<file path="config.mk">
export PLATFORM = sky130hd
export DESIGN_NAME = cdt_timer
export DESIGN_NICKNAME = d
export VERILOG_FILES = /design/src/rtl/cdt_pkg.sv /design/src/rtl/cdt_decode.sv /design/src/rtl/cdt_counter.sv /design/src/rtl/cdt_timer.sv
export SDC_FILE = /design/constraint.sdc
export NUM_CORES = 1
export LEC_CHECK = 0
export ABC_AREA = 1
export BUFFER_PORTS_ARGS = -buffer_cell sky130_fd_sc_hd__buf_2
export CAP_MARGIN = 30
export CORE_UTILIZATION = 60
export CTS_BUF_LIST = sky130_fd_sc_hd__clkbuf_8
export CTS_CLUSTER_DIAMETER = 150
export CTS_CLUSTER_SIZE = 24
export DETAILED_ROUTE_END_ITERATION = 8
export GPL_ROUTABILITY_DRIVEN = 0
export PLACE_DENSITY = 0.87
export SYNTH_ARGS = -nofsm -noshare
export SYNTH_HDL_FRONTEND = slang
export SYNTH_HIERARCHICAL = 1
export SYNTH_SLANG_ARGS = --single-unit
</file>
<file path="constraint.sdc">
create_clock -name clk -period 1.95 [get_ports clk]
set_input_delay 0.585 -clock clk [delete_from_list [all_inputs] [get_ports clk]]
set_output_delay 0.585 -clock clk [all_outputs]
set_load 0.1 [all_outputs]
</file>
<file path="src/rtl/cdt_pkg.sv">
package cdt_pkg;

    typedef enum logic [1:0] {
        SEL_SCRATCH = 2'd0,
        SEL_CTRL    = 2'd1,
        SEL_RELOAD  = 2'd2,
        SEL_COUNT   = 2'd3
    } reg_sel_e;

    localparam int CTRL_RELOAD_BIT = 0;
    localparam int CTRL_RUN_BIT    = 2;

endpackage

</file>
<file path="src/rtl/cdt_decode.sv">
module cdt_decode
    import cdt_pkg::*;
#(
    parameter int ADDR_W    = 4,
    parameter int SIZE_W    = 3,
    parameter int ACC_BYTES = 4
) (
    input  logic [ADDR_W-1:0] addr,
    input  logic [SIZE_W-1:0] size,
    input  logic              wr,
    input  logic              rd,
    output reg_sel_e          sel,
    output logic              wr_ok,
    output logic              rd_ok,
    output logic              bad
);

    logic size_ok;
    logic mapped;

    always_comb begin
        size_ok = (size == SIZE_W'(ACC_BYTES));
        mapped  = (addr[1:0] == 2'b00) && ((addr >> 4) == '0);
        sel     = reg_sel_e'(addr[3:2]);
        rd_ok   = rd && size_ok && mapped;
        wr_ok   = wr && size_ok && mapped && (sel != SEL_COUNT);
        bad     = (rd && !rd_ok) || (wr && !wr_ok);
    end

endmodule

</file>
<file path="src/rtl/cdt_counter.sv">
module cdt_counter #(
    parameter int W = 32
) (
    input  logic         clk,
    input  logic         rst_n,
    input  logic         tick,
    input  logic         run,
    input  logic         reload_en,
    input  logic [W-1:0] period,
    output logic [W-1:0] cnt,
    output logic         irq
);

    typedef struct packed {
        logic [W-1:0] cnt;
        logic         irq;
    } cnt_state_t;

    cnt_state_t st_d, st_q;

    always_comb begin
        st_d = st_q;
        if (tick && run) begin
            if (st_q.cnt != '0) begin
                st_d.cnt = st_q.cnt - W'(1);
            end else if (reload_en) begin
                st_d.cnt = period;
            end
        end
        st_d.irq = tick && reload_en && (st_d.cnt == '0);
    end

    always_ff @(posedge clk) begin
        if (!rst_n) begin
            st_q <= '0;
        end else begin
            st_q <= st_d;
        end
    end

    assign cnt = st_q.cnt;
    assign irq = st_q.irq;

    // no running tick, no change of the count
    p_hold_idle_r4: assert property (@(posedge clk) disable iff (!rst_n)
        !(tick && run) |=> $stable(st_q.cnt));

    // running tick on a nonzero count lowers it by one
    p_step_down_r5: assert property (@(posedge clk) disable iff (!rst_n)
        (tick && run && st_q.cnt != '0) |=> (st_q.cnt == $past(st_q.cnt) - W'(1)));

    // refill from the reload value at zero
    p_refill_r6: assert property (@(posedge clk) disable iff (!rst_n)
        (tick && run && reload_en && st_q.cnt == '0) |=> (st_q.cnt == $past(period)));

    // without reload the zero count rests
    p_rest_zero_r6: assert property (@(posedge clk) disable iff (!rst_n)
        (tick && run && !reload_en && st_q.cnt == '0) |=> (st_q.cnt == '0));

    // a pulse needs a tick with reload set in the previous cycle
    p_irq_cause_r7: assert property (@(posedge clk) disable iff (!rst_n)
        st_q.irq |-> ($past(tick) && $past(reload_en)));

endmodule

</file>
<file path="src/rtl/cdt_timer.sv">
module cdt_timer
    import cdt_pkg::*;
#(
    parameter int DATA_W = 32,
    parameter int ADDR_W = 4,
    parameter int SIZE_W = 3
) (
    input  logic              clk,
    input  logic              rst_n,
    input  logic              tick_en,
    input  logic [ADDR_W-1:0] bus_addr,
    input  logic [SIZE_W-1:0] bus_size,
    input  logic              bus_wr,
    input  logic              bus_rd,
    input  logic [DATA_W-1:0] bus_wdata,
    output logic [DATA_W-1:0] bus_rdata,
    output logic              bus_err,
    output logic              irq
);

    localparam int LANES = DATA_W / 8;

    typedef struct packed {
        logic [DATA_W-1:0] scratch;
        logic [DATA_W-1:0] ctrl;
        logic [DATA_W-1:0] reload;
        logic [DATA_W-1:0] rdata;
        logic              err;
    } regs_t;

    regs_t regs_d, regs_q;

    logic [DATA_W-1:0] wr_word;
    logic [DATA_W-1:0] rd_word;
    logic [DATA_W-1:0] cnt_val;
    logic              wr_ok;
    logic              rd_ok;
    logic              bad;
    reg_sel_e          sel;

    // lane k of the bus carries register byte LANES-1-k
    for (genvar g = 0; g < LANES; g++) begin : g_lane
        assign wr_word[DATA_W-1-8*g -: 8]   = bus_wdata[8*g +: 8];
        assign bus_rdata[8*g +: 8]          = regs_q.rdata[DATA_W-1-8*g -: 8];
    end

    cdt_decode #(
        .ADDR_W    (ADDR_W),
        .SIZE_W    (SIZE_W),
        .ACC_BYTES (LANES)
    ) decode_i (
        .addr  (bus_addr),
        .size  (bus_size),
        .wr    (bus_wr),
        .rd    (bus_rd),
        .sel   (sel),
        .wr_ok (wr_ok),
        .rd_ok (rd_ok),
        .bad   (bad)
    );

    cdt_counter #(
        .W (DATA_W)
    ) counter_i (
        .clk       (clk),
        .rst_n     (rst_n),
        .tick      (tick_en),
        .run       (regs_q.ctrl[CTRL_RUN_BIT]),
        .reload_en (regs_q.ctrl[CTRL_RELOAD_BIT]),
        .period    (regs_q.reload),
        .cnt       (cnt_val),
        .irq       (irq)
    );

    always_comb begin
        regs_d = regs_q;
        case (sel)
            SEL_SCRATCH: rd_word = regs_q.scratch;
            SEL_CTRL:    rd_word = regs_q.ctrl;
            SEL_RELOAD:  rd_word = regs_q.reload;
            default:     rd_word = cnt_val;
        endcase
        regs_d.rdata = rd_ok ? rd_word : '0;
        regs_d.err   = bad;
        if (wr_ok) begin
            case (sel)
                SEL_SCRATCH: regs_d.scratch = wr_word;
                SEL_CTRL:    regs_d.ctrl    = wr_word;
                SEL_RELOAD:  regs_d.reload  = wr_word;
                default:     ;
            endcase
        end
    end

    always_ff @(posedge clk) begin
        if (!rst_n) begin
            regs_q <= '0;
        end else begin
            regs_q <= regs_d;
        end
    end

    assign bus_err = regs_q.err;

    // a refused access leaves the writable registers untouched
    p_refused_keeps_r9: assert property (@(posedge clk) disable iff (!rst_n)
        regs_q.err |-> ($stable(regs_q.scratch) && $stable(regs_q.ctrl) && $stable(regs_q.reload)));

    // a refused read returns zero
    p_refused_read_zero_r11: assert property (@(posedge clk) disable iff (!rst_n)
        (regs_q.err && $past(bus_rd)) |-> (bus_rdata == '0));

    // no read strobe, no read data
    p_rdata_idle_r2: assert property (@(posedge clk) disable iff (!rst_n)
        !bus_rd |=> (bus_rdata == '0));

endmodule

</file>
# Yosys cells after proc, flatten, opt, wreduce, memory -nomap -nowiden
# Cells that the tools add are included.
# Widths: inputs -> output; s select.
[totals]
ff_bits = 162
out_inout_bits = 34
input_bits = 44
wordCells = 37
[classes]
mux = 4
n_eq_ne = 4
reduce_logical = 21
n_addsub = 1
[ops]
columns = ["op", "n"]
rows = [
  ["$mux 32", 3],
  ["$pmux 32 s3", 1],
  ["$logic_not 32->1", 1],
  ["$reduce_bool 32->1", 1],
  ["$sub 32x1->32 const B", 1],
  ["$logic_and 1x1->1", 10],
  ["$reduce_and 2->1", 4],
  ["$logic_not 2->1", 2],
  ["$eq 3x3->1 const B", 1],
  ["$eq 2x1->1 const B", 1],
  ["$eq 2x2->1 const B", 1],
  ["$logic_not 1->1", 2],
  ["$ne 2x2->1 const B", 1],
  ["$logic_or 1x1->1", 1],
]

# Logic depth before layout (Yosys ltp)
# Gate-level depths: netlist (run 1).
[logic_depth]
depth_word = 7
depth_mapped = 17
ltp_nobuf = 17

# Hierarchy
# The synthesis (run 1) kept the hierarchy.
[by_module_without_submodules]
columns = ["module", "seq_area_each_um2", "instances", "cells_per_inst", "area_per_inst_um2"]
rows = [
  ["cdt_timer", 2582.5, 1, 818, 5980.7],
  ["cdt_counter", 660.6, 1, 586, 3151.8],
  ["cdt_decode", 0.0, 1, 16, 76.3],
]

# Least setup slack after synthesis (run 1)
# OpenSTA, ideal clock, no wires.
[synth_timing]
path_kind = "input-to-reg"
start = "in bus_size[0]"
end = "reg regs_q[111]"
stages = 11
t_arrival_ps = 1679
setup_slack_ps = 159
required_ps = 1838
path_buffers = 3
path_cell_list = "inv_1 > nand2_1 > nor2_2 > nand3_1 > inv_1 > buf_2 > buf_2 > buf_1 > nand3b_1 > nand2_1 > nor2_1"
[synth_between]
elab_chain_len = 5
[synth_lines]
columns = ["element", "line", "text"]
rows = [
  ["start: declaration", "cdt_timer.sv:12", "input logic [SIZE_W-1:0] bus_size,"],
  ["$eq 3x3->1", "cdt_decode.sv:22", "size_ok = (size == SIZE_W'(ACC_BYTES));"],
  ["$logic_and 1x1->1 (3 in series)", "cdt_decode.sv:26", "wr_ok = wr && size_ok && mapped && (sel != SEL_COUNT);"],
  ["net wr_ok", "cdt_timer.sv:36", "logic wr_ok;"],
  ["$reduce_and 2->1 (no source line)", "--", ""],
  ["end signal: assignment", "cdt_timer.sv:99", "regs_q <= regs_d;"],
  ["end: declaration", "cdt_timer.sv:31", "regs_t regs_d, regs_q;"],
]
# The timed path passes the listed nets, and every way through them passes these cells.
# A chain may end at the register's enable or synchronous reset.

# Worst setup path in the final report (run 1)
[layout_timing]
start = "reg counter_i.st_q (netlist bit counter_i/cnt[0])"
end = "reg counter_i.st_q (netlist bit counter_i/irq)"
[layout_between]
elab_chain_len = 5
word_cells_on_any_way = 7
classes_between = "add/sub (1); mux (3); reduce/logical (3)"
[layout_lines]
columns = ["element", "line", "text"]
rows = [
  ["start: declaration", "cdt_counter.sv:19", "cnt_state_t st_d, st_q;"],
  ["start signal: assignment", "cdt_counter.sv:37", "st_q <= st_d;"],
  ["$sub 32x1->32, or another cell as far along", "cdt_counter.sv:25", "st_d.cnt = st_q.cnt - W'(1);"],
  ["$mux 32", "cdt_counter.sv:24", "if (st_q.cnt != '0) begin"],
  ["$mux 32 *", "cdt_counter.sv:23", "if (tick && run) begin"],
  ["$logic_not 32->1 *", "cdt_counter.sv:30", "st_d.irq = tick && reload_en && (st_d.cnt == '0);"],
  ["$logic_and 1x1->1 *", "cdt_counter.sv:30", ""],
]
# Every way passes the cells marked *; elsewhere a longest branch is shown, timed or not.

==> results of run 1 <==
[cell type report]
class | instances | share of cell area [%]
inverter | 93 | 3.19
timing repair buffer | 217 | 14.9
tap | 184 | 2.08
clock buffer | 19 | 2.37
clock inverter | 13 | 1.67
sequential | 162 | 29.4
multi-input combinational | 1040 | 46.4
[synth_stat cells]
cell type  instances  area share, %
nor3b_2            1           0.14
dfxtp_1          162             35
nor2_4             3           0.37
a21oi_2            1          0.095
nand2_2            8           0.54
clkbuf_1          44            1.8
nor2_1           220            9.0
nor2_2            14           0.95
buf_6              3           0.37
xnor2_1            1          0.095
xor2_1             7           0.67
inv_1             91            3.7
mux2i_1            2           0.22
nand4_1           70            4.8
buf_4             35            2.9
o21ai_0           67            3.6
ha_1               2           0.27
a21boi_0          64            5.2
buf_2             34            1.8
nand2_1          392             16
nand3_1          105            5.7
clkinv_2           1          0.054
nand3b_1          32            2.6
nand3_2            4           0.43
o21ai_1            4           0.22
clkinv_1           1          0.041
a21oi_1           35            1.9
buf_1              9           0.37
nand2_4            4           0.49
buf_8              1           0.16
nor3_1             2           0.11
nor2_8             1           0.22
[worst max-delay path by stage]
stage | cells past startpoint | from | slack [ns] | to
5_1_grt | 16 | counter_i/cnt[0] | -0.33 | counter_i/irq
6_report | 16 | counter_i/cnt[0] | -0.26 | counter_i/irq
4_1_cts | 13 | counter_i/cnt[19] | 0.01 | counter_i/irq
2_1_floorplan | 11 | bus_size[0] | 0.16 | regs_q[111]
3_3_place_gp | 14 | counter_i/cnt[6] | -0.05 | counter_i/irq
3_5_place_dp | 14 | counter_i/cnt[0] | -0.11 | counter_i/irq
[worst max-delay path, stage by stage, from the launching register on]
cell	delay (ns)
dfxtp_2	0.34
inv_4	0.09
ha_4	0.14
inv_1	0.05
nor2_1	0.08
nand2_1	0.05
nor2_1	0.12
nand2_1	0.12
nor2_4	0.21
a21oi_1	0.12
nand2_1	0.11
nand2_1	0.08
nor2_1	0.18
nand2_1	0.13
nor2_2	0.15
nand3_1	0.08
nor2_1	0.10
[cells by family (layout without fill, tap and decap cells)]
family	after synthesis	count (layout)	share of synthesized area (%)
simple gates	856	857	41.3
buf+inv	219	342	11.2
compound gates	171	171	11.1
mux	2	2	0.217
fa+ha+maj	2	2	0.272
flops	162	162	35.2
xor+xnor	8	8	0.761
[what timing repair did]
| action | CTS | global route |
|---|---|---|
| pin swaps | 15 | 20 |
| buffers inserted | 3 | 7 |
| resized for setup | 30 | 34 |
| setup endpoints to repair | 3 | 6 |
| cloned | 1 | 0 |
[stage by stage]
step                worst slack, ns  util, %
floorplan                     0.159        -
global placement            -0.0475     69.9
detailed placement           -0.109     69.9
CTS                          0.0140     73.7
global route                 -0.326     74.9
finish                       -0.257     74.9
[report_power, final]
group	switching [mW]	internal, mW	total [mW]
Sequential	0.00400	3.31	3.32
Combinational	0.326	0.168	0.494
Clock	1.30	1.47	2.77
Total	1.63	4.95	6.58
[per-layer routing]
metal  wire length, um  vias up  global-route usage [%]
met2             13600      762                    58.6
met4              1850        0                    22.7
li1                  -     4767                       -
met3              3090      183                    7.35
met1             10900     4724                    44.7
met5                 0        -                       0
[sequential cells by signal, indices dropped and copies added, names as in the netlist]
signal         cells
bus_rdata         32
regs_q            96
counter_i/cnt     32
counter_i/irq      1
bus_err            1
==> flow_metrics.env, run 1 <==
export IMPL_drtIter0Drc=1483
export IMPL_holdPathStages=3
export IMPL_fin_setup_tns_ns=-0.286
export IMPL_synth_area_mm2=0.00921
export IMPL_drtPass1Iterations=6
export IMPL_status="complete, but fails checks"
export IMPL_wire_per_inst_um=17.0
export IMPL_dp_hpwl_mm=18.8
export IMPL_ys_warn_count=6
export IMPL_whs_endpoint="regs_q[74]"
export IMPL_antenna_found_initial=0
export IMPL_io_buffers=77
export IMPL_die_w_um=126
export IMPL_placed_cell_area_mm2=0.0103
export IMPL_synth_nets=1466
export IMPL_reg2reg_from="counter_i/cnt[0]"
export IMPL_final_nets=1577
export IMPL_cts_root_buffer="clkbuf_8"
export IMPL_synth_avg_cell_area_um2=6.49
export IMPL_total_power_mw=6.58
export IMPL_clock_path_buffers=2
export IMPL_grt_overflow=0
export IMPL_powerDensity_mw_per_mm2=596
export IMPL_coreArea_mm2=0.0148
export IMPL_path_class="register to register"
export IMPL_initial_core_util_pct=62.4
export IMPL_placedCellCount=1685
export IMPL_rsz0062_at_grt="yes"
export IMPL_r2r_end="counter_i/irq"
export IMPL_ys_ff_latch=162
export IMPL_reg2regPathDepth=16
export IMPL_drc=0
export IMPL_required_ns=2.38
export IMPL_ctsHoldBuffers=0
export IMPL_ant_nets=0
export IMPL_viasPerCell=6.04
export IMPL_htree_levels=4
export IMPL_peakVddDrop_mv=0.637
export IMPL_tritoncts="done"
export IMPL_die_y_um=126
export IMPL_worst_pin_slew_ns=0.514
export IMPL_antenna_diode_count=0
export IMPL_fmaxAchievable_mhz=453
export IMPL_drv_slew=0
export IMPL_fillers=1009
export IMPL_critPathMaxFanout=6
export IMPL_ys_types=32
export IMPL_min_delay_start="bus_wdata[17]"
export IMPL_rrSetupSlack_ns=-0.26
export IMPL_p_leak_nw=5.33
export IMPL_drv_cap=0
export IMPL_areaGrowthSynthToFinish_pct=19.9
export IMPL_ys_seq_area_share_pct=35.2
export IMPL_critPathArrivalTime_ns=2.64
export IMPL_critPathCaptureType="register"
export IMPL_multi_input_comb_area_mm2=0.00512
export IMPL_layout_common_cells="385 x nand2_1, 200 x nor2_1, 158 x dfxtp_1, 120 x buf_4, 100 x nand3_1"
export IMPL_vias=10436
export IMPL_fin_ws_ns=-0.257
export IMPL_fin_crit_ns=2.21
export IMPL_clock_skew_ns=0.0225
export IMPL_final_common_cell="nand2_1"
export IMPL_fin_crit_sh_pct=113
export IMPL_grt_max_degree=70
export IMPL_worst_setup_path_start_kind="register"
export IMPL_hold_slack_ns=0.392
export IMPL_grt_pass1_wl_mm=46.2
export IMPL_numCtsBuffers=17
export IMPL_numClockSinks=162
export IMPL_clk_pin_slew_ns=0.10
export IMPL_failed_checks="setup timing"
export IMPL_instances_no_fill=1728
export IMPL_clk_latency_ns=0.48
export IMPL_seq_area_mm2=0.00325
export IMPL_hold_viol_final=0
export IMPL_grt_usage_pct=36.4
export IMPL_stdcell_area_mm2=0.0110
export IMPL_hp_class="primary input to register"
export IMPL_grt_pass1_vias=9497
export IMPL_die_area_mm2=0.0158
export IMPL_slew_headroom_pct=65.9
export IMPL_setup_violations_final=3
export IMPL_ios=78
export IMPL_syn_inst=1420
export IMPL_drt_total_wl_mm=29.4
export IMPL_drive_gt1_share_pct=21.6
export IMPL_rows=44
Power figures use the tool's default switching activity.
==> run 2, diff against run 1 <==
CTS_CLUSTER_DIAMETER = 200   (was 150)
RECOVER_POWER = 25   (was unset)
==> flow_metrics.env, run 2 (same netlist as run 1, synthesis figures left out) <==
export IMPL_drv_cap=0
export IMPL_ctsHoldBuffers=0
export IMPL_cp_common_cell="nand2_1"
export IMPL_areaGrowthSynthToFinish_pct=19.6
export IMPL_use_met3_pct=7.35
export IMPL_drive_gt1_share_pct=21.4
export IMPL_ios=78
export IMPL_htree_levels=4
export IMPL_rrSetupSlack_ns=-0.24
export IMPL_die_w_um=126
export IMPL_instances_no_fill=1728
export IMPL_slew_headroom_pct=45.2
export IMPL_crit_path_end="counter_i/irq"
export IMPL_clock_path_buffers=2
export IMPL_hold_slack_ns=0.390
export IMPL_grt_overflow=0
export IMPL_worst_pin_slew_ns=0.822
export IMPL_drt_total_wl_mm=29.4
export IMPL_clk_pin_slew_ns=0.09
export IMPL_drtPass1Iterations=6
export IMPL_grtUsageMet2_pct=58.6
export IMPL_critPathMaxStageDelay_ns=0.34
export IMPL_top_usage_layer="met2"
export IMPL_grt_pass1_vias=9497
export IMPL_multi_input_comb_area_mm2=0.00512
export IMPL_critPathCaptureType="register"
export IMPL_crit_path_cell_trace="inv_4, ha_4, inv_1, nor2_1, nand2_1, nor2_1, nand2_1, nor2_4, a21oi_1, nand2_1, nand2_1, nor2_1, nand2_1, nor2_2, nand3_1, nor2_1"
export IMPL_grt_max_degree=70
export IMPL_rsz0062_at_grt="yes"
export IMPL_r2r_end="counter_i/irq"
export IMPL_initial_core_util_pct=62.4
export IMPL_layout_common_cells="385 x nand2_1, 201 x nor2_1, 158 x dfxtp_1, 120 x buf_4, 100 x nand3_1"
export IMPL_antenna_found_initial=0
export IMPL_worst_setup_path_start_kind="register"
export IMPL_pre_cts_slack_ns=-0.109
export IMPL_critPathBufInv=2
export IMPL_path_depth=16
export IMPL_cts_root_buffer="clkbuf_8"
export IMPL_io_buffers=77
export IMPL_regMostFlops="regs_q"
export IMPL_critPathArrivalTime_ns=2.62
export IMPL_path_delay_family="simple AND/OR/NAND/NOR gates"
export IMPL_placed_cell_area_mm2=0.0103
export IMPL_vias=10347
export IMPL_wire_per_inst_um=17.0
export IMPL_fin_crit_ns=2.19
export IMPL_numClockSinks=162
export IMPL_required_ns=2.38
export IMPL_crit_slowest_cell="dfxtp_2"
export IMPL_clock_skew_ns=0.0198
export IMPL_die_area_mm2=0.0158
export IMPL_clk_latency_ns=0.48
export IMPL_path_class="register to register"
export IMPL_viasPerCell=5.99
export IMPL_coreArea_mm2=0.0148
export IMPL_fin_crit_sh_pct=112
export IMPL_seq_area_mm2=0.00325
export IMPL_drc=0
export IMPL_critPathMaxFanout=6
export IMPL_status="complete, but fails checks"
export IMPL_reg2reg_from="counter_i/cnt[0]"
export IMPL_p_leak_nw=5.32
export IMPL_final_nets=1577
export IMPL_total_power_mw=6.58
export IMPL_largest_reg_flops=96
export IMPL_hp_class="primary input to register"
export IMPL_reg2regPathDepth=16
export IMPL_drv_slew=0
export IMPL_stdcell_area_mm2=0.0110
export IMPL_fin_ws_ns=-0.243
export IMPL_grt_pass1_wl_mm=46.2
export IMPL_dp_hpwl_mm=18.8
export IMPL_powerDensity_mw_per_mm2=597
export IMPL_final_common_cell="nand2_1"
export IMPL_tritoncts="done"
export IMPL_failed_checks="setup timing"
export IMPL_hold_viol_final=0
export IMPL_ant_nets=0
export IMPL_fmaxAchievable_mhz=456
export IMPL_critPathLaunch="counter_i/cnt[0]"
export IMPL_numCtsBuffers=17
export IMPL_rows=44
export IMPL_setup_violations_final=3
export IMPL_antenna_diode_count=0
export IMPL_die_y_um=126
export IMPL_use_met1_pct=44.7
export IMPL_drtIter0Drc=1360
export IMPL_fillers=1014
export IMPL_peakVddDrop_mv=0.632
export IMPL_grt_usage_pct=36.4
export IMPL_placedCellCount=1685
==> run 2: changes by cell type in the layout (fill, tap and decap cells not counted), sizes merged <==
cell | previous run | this run
buf | 217 | 215
clkbuf | 19 | 21
==> run 2: tightest hold or removal path, delay by kind of cell <==
family	cells	cell delay, ns
compound gates	1	0.07
simple gates	1	0.07
buf+inv	1	0.11
==> run 2: area by class of cell <==
cell class | count | share of cell area (%)
Inverter | 93 | 3.20
Clock buffer | 19 | 2.37
Sequential cell | 162 | 29.5
Multi-Input combinational cell | 1040 | 46.5
Tap cell | 184 | 2.09
Clock inverter | 13 | 1.67
Timing Repair Buffer | 217 | 14.7
==> run 2: metal layers <==
layer / part of all wire [%] / up-vias
met5: 0 / -
met4: 6.1 / 0
met3: 11 / 168
met2: 46 / 746
met1: 37 / 4660
li1: - / 4773
==> run 2: report_power, final <==
group | leakage (nW) | internal (mW) | switching, mW | total, mW
Sequential | 1.31 | 3.31 | 0.00400 | 3.32
Combinational | 3.78 | 0.167 | 0.325 | 0.493
Clock | 0.229 | 1.46 | 1.30 | 2.77
Total | 5.32 | 4.94 | 1.63 | 6.58
==> run 2: worst min-delay path by stage <==
| stage | startpoint | endpoint | slack, ns | cells past startpoint |
|---|---|---|---|---|
| 4_1_cts | bus_wdata[17] | regs_q[74] | 0.38 | 3 |
| 5_1_grt | bus_wdata[5] | regs_q[94] | 0.40 | 3 |
| 2_1_floorplan | regs_q[100] | regs_q[100] | 0.44 | 2 |
| 6_report | bus_wdata[17] | regs_q[74] | 0.39 | 3 |
| 3_3_place_gp | regs_q[101] | regs_q[101] | 0.45 | 2 |
| 3_5_place_dp | regs_q[101] | regs_q[101] | 0.46 | 2 |
==> run 2: stage by stage <==
| step | utilization [%] | setup TNS [ns] |
|---|---|---|
| 6_report | 74.7 | -0.277 |
| 2_1_floorplan | - | 0 |
| 3_5_place_dp | 69.9 | -0.109 |
| 5_1_grt | 74.7 | -1.08 |
| 3_3_place_gp | 69.9 | -0.0475 |
| 4_1_cts | 73.7 | 0 |
==> run 2: repair_timing <==
| item | in CTS | in global routing |
|---|---|---|
| pin swaps | 15 | 20 |
| gates resized for setup | 30 | 34 |
| cloned | 1 | 0 |
| hold endpoints to repair | 0 | 0 |
| setup endpoints to repair | 3 | 6 |
| setup buffers | 3 | 7 |
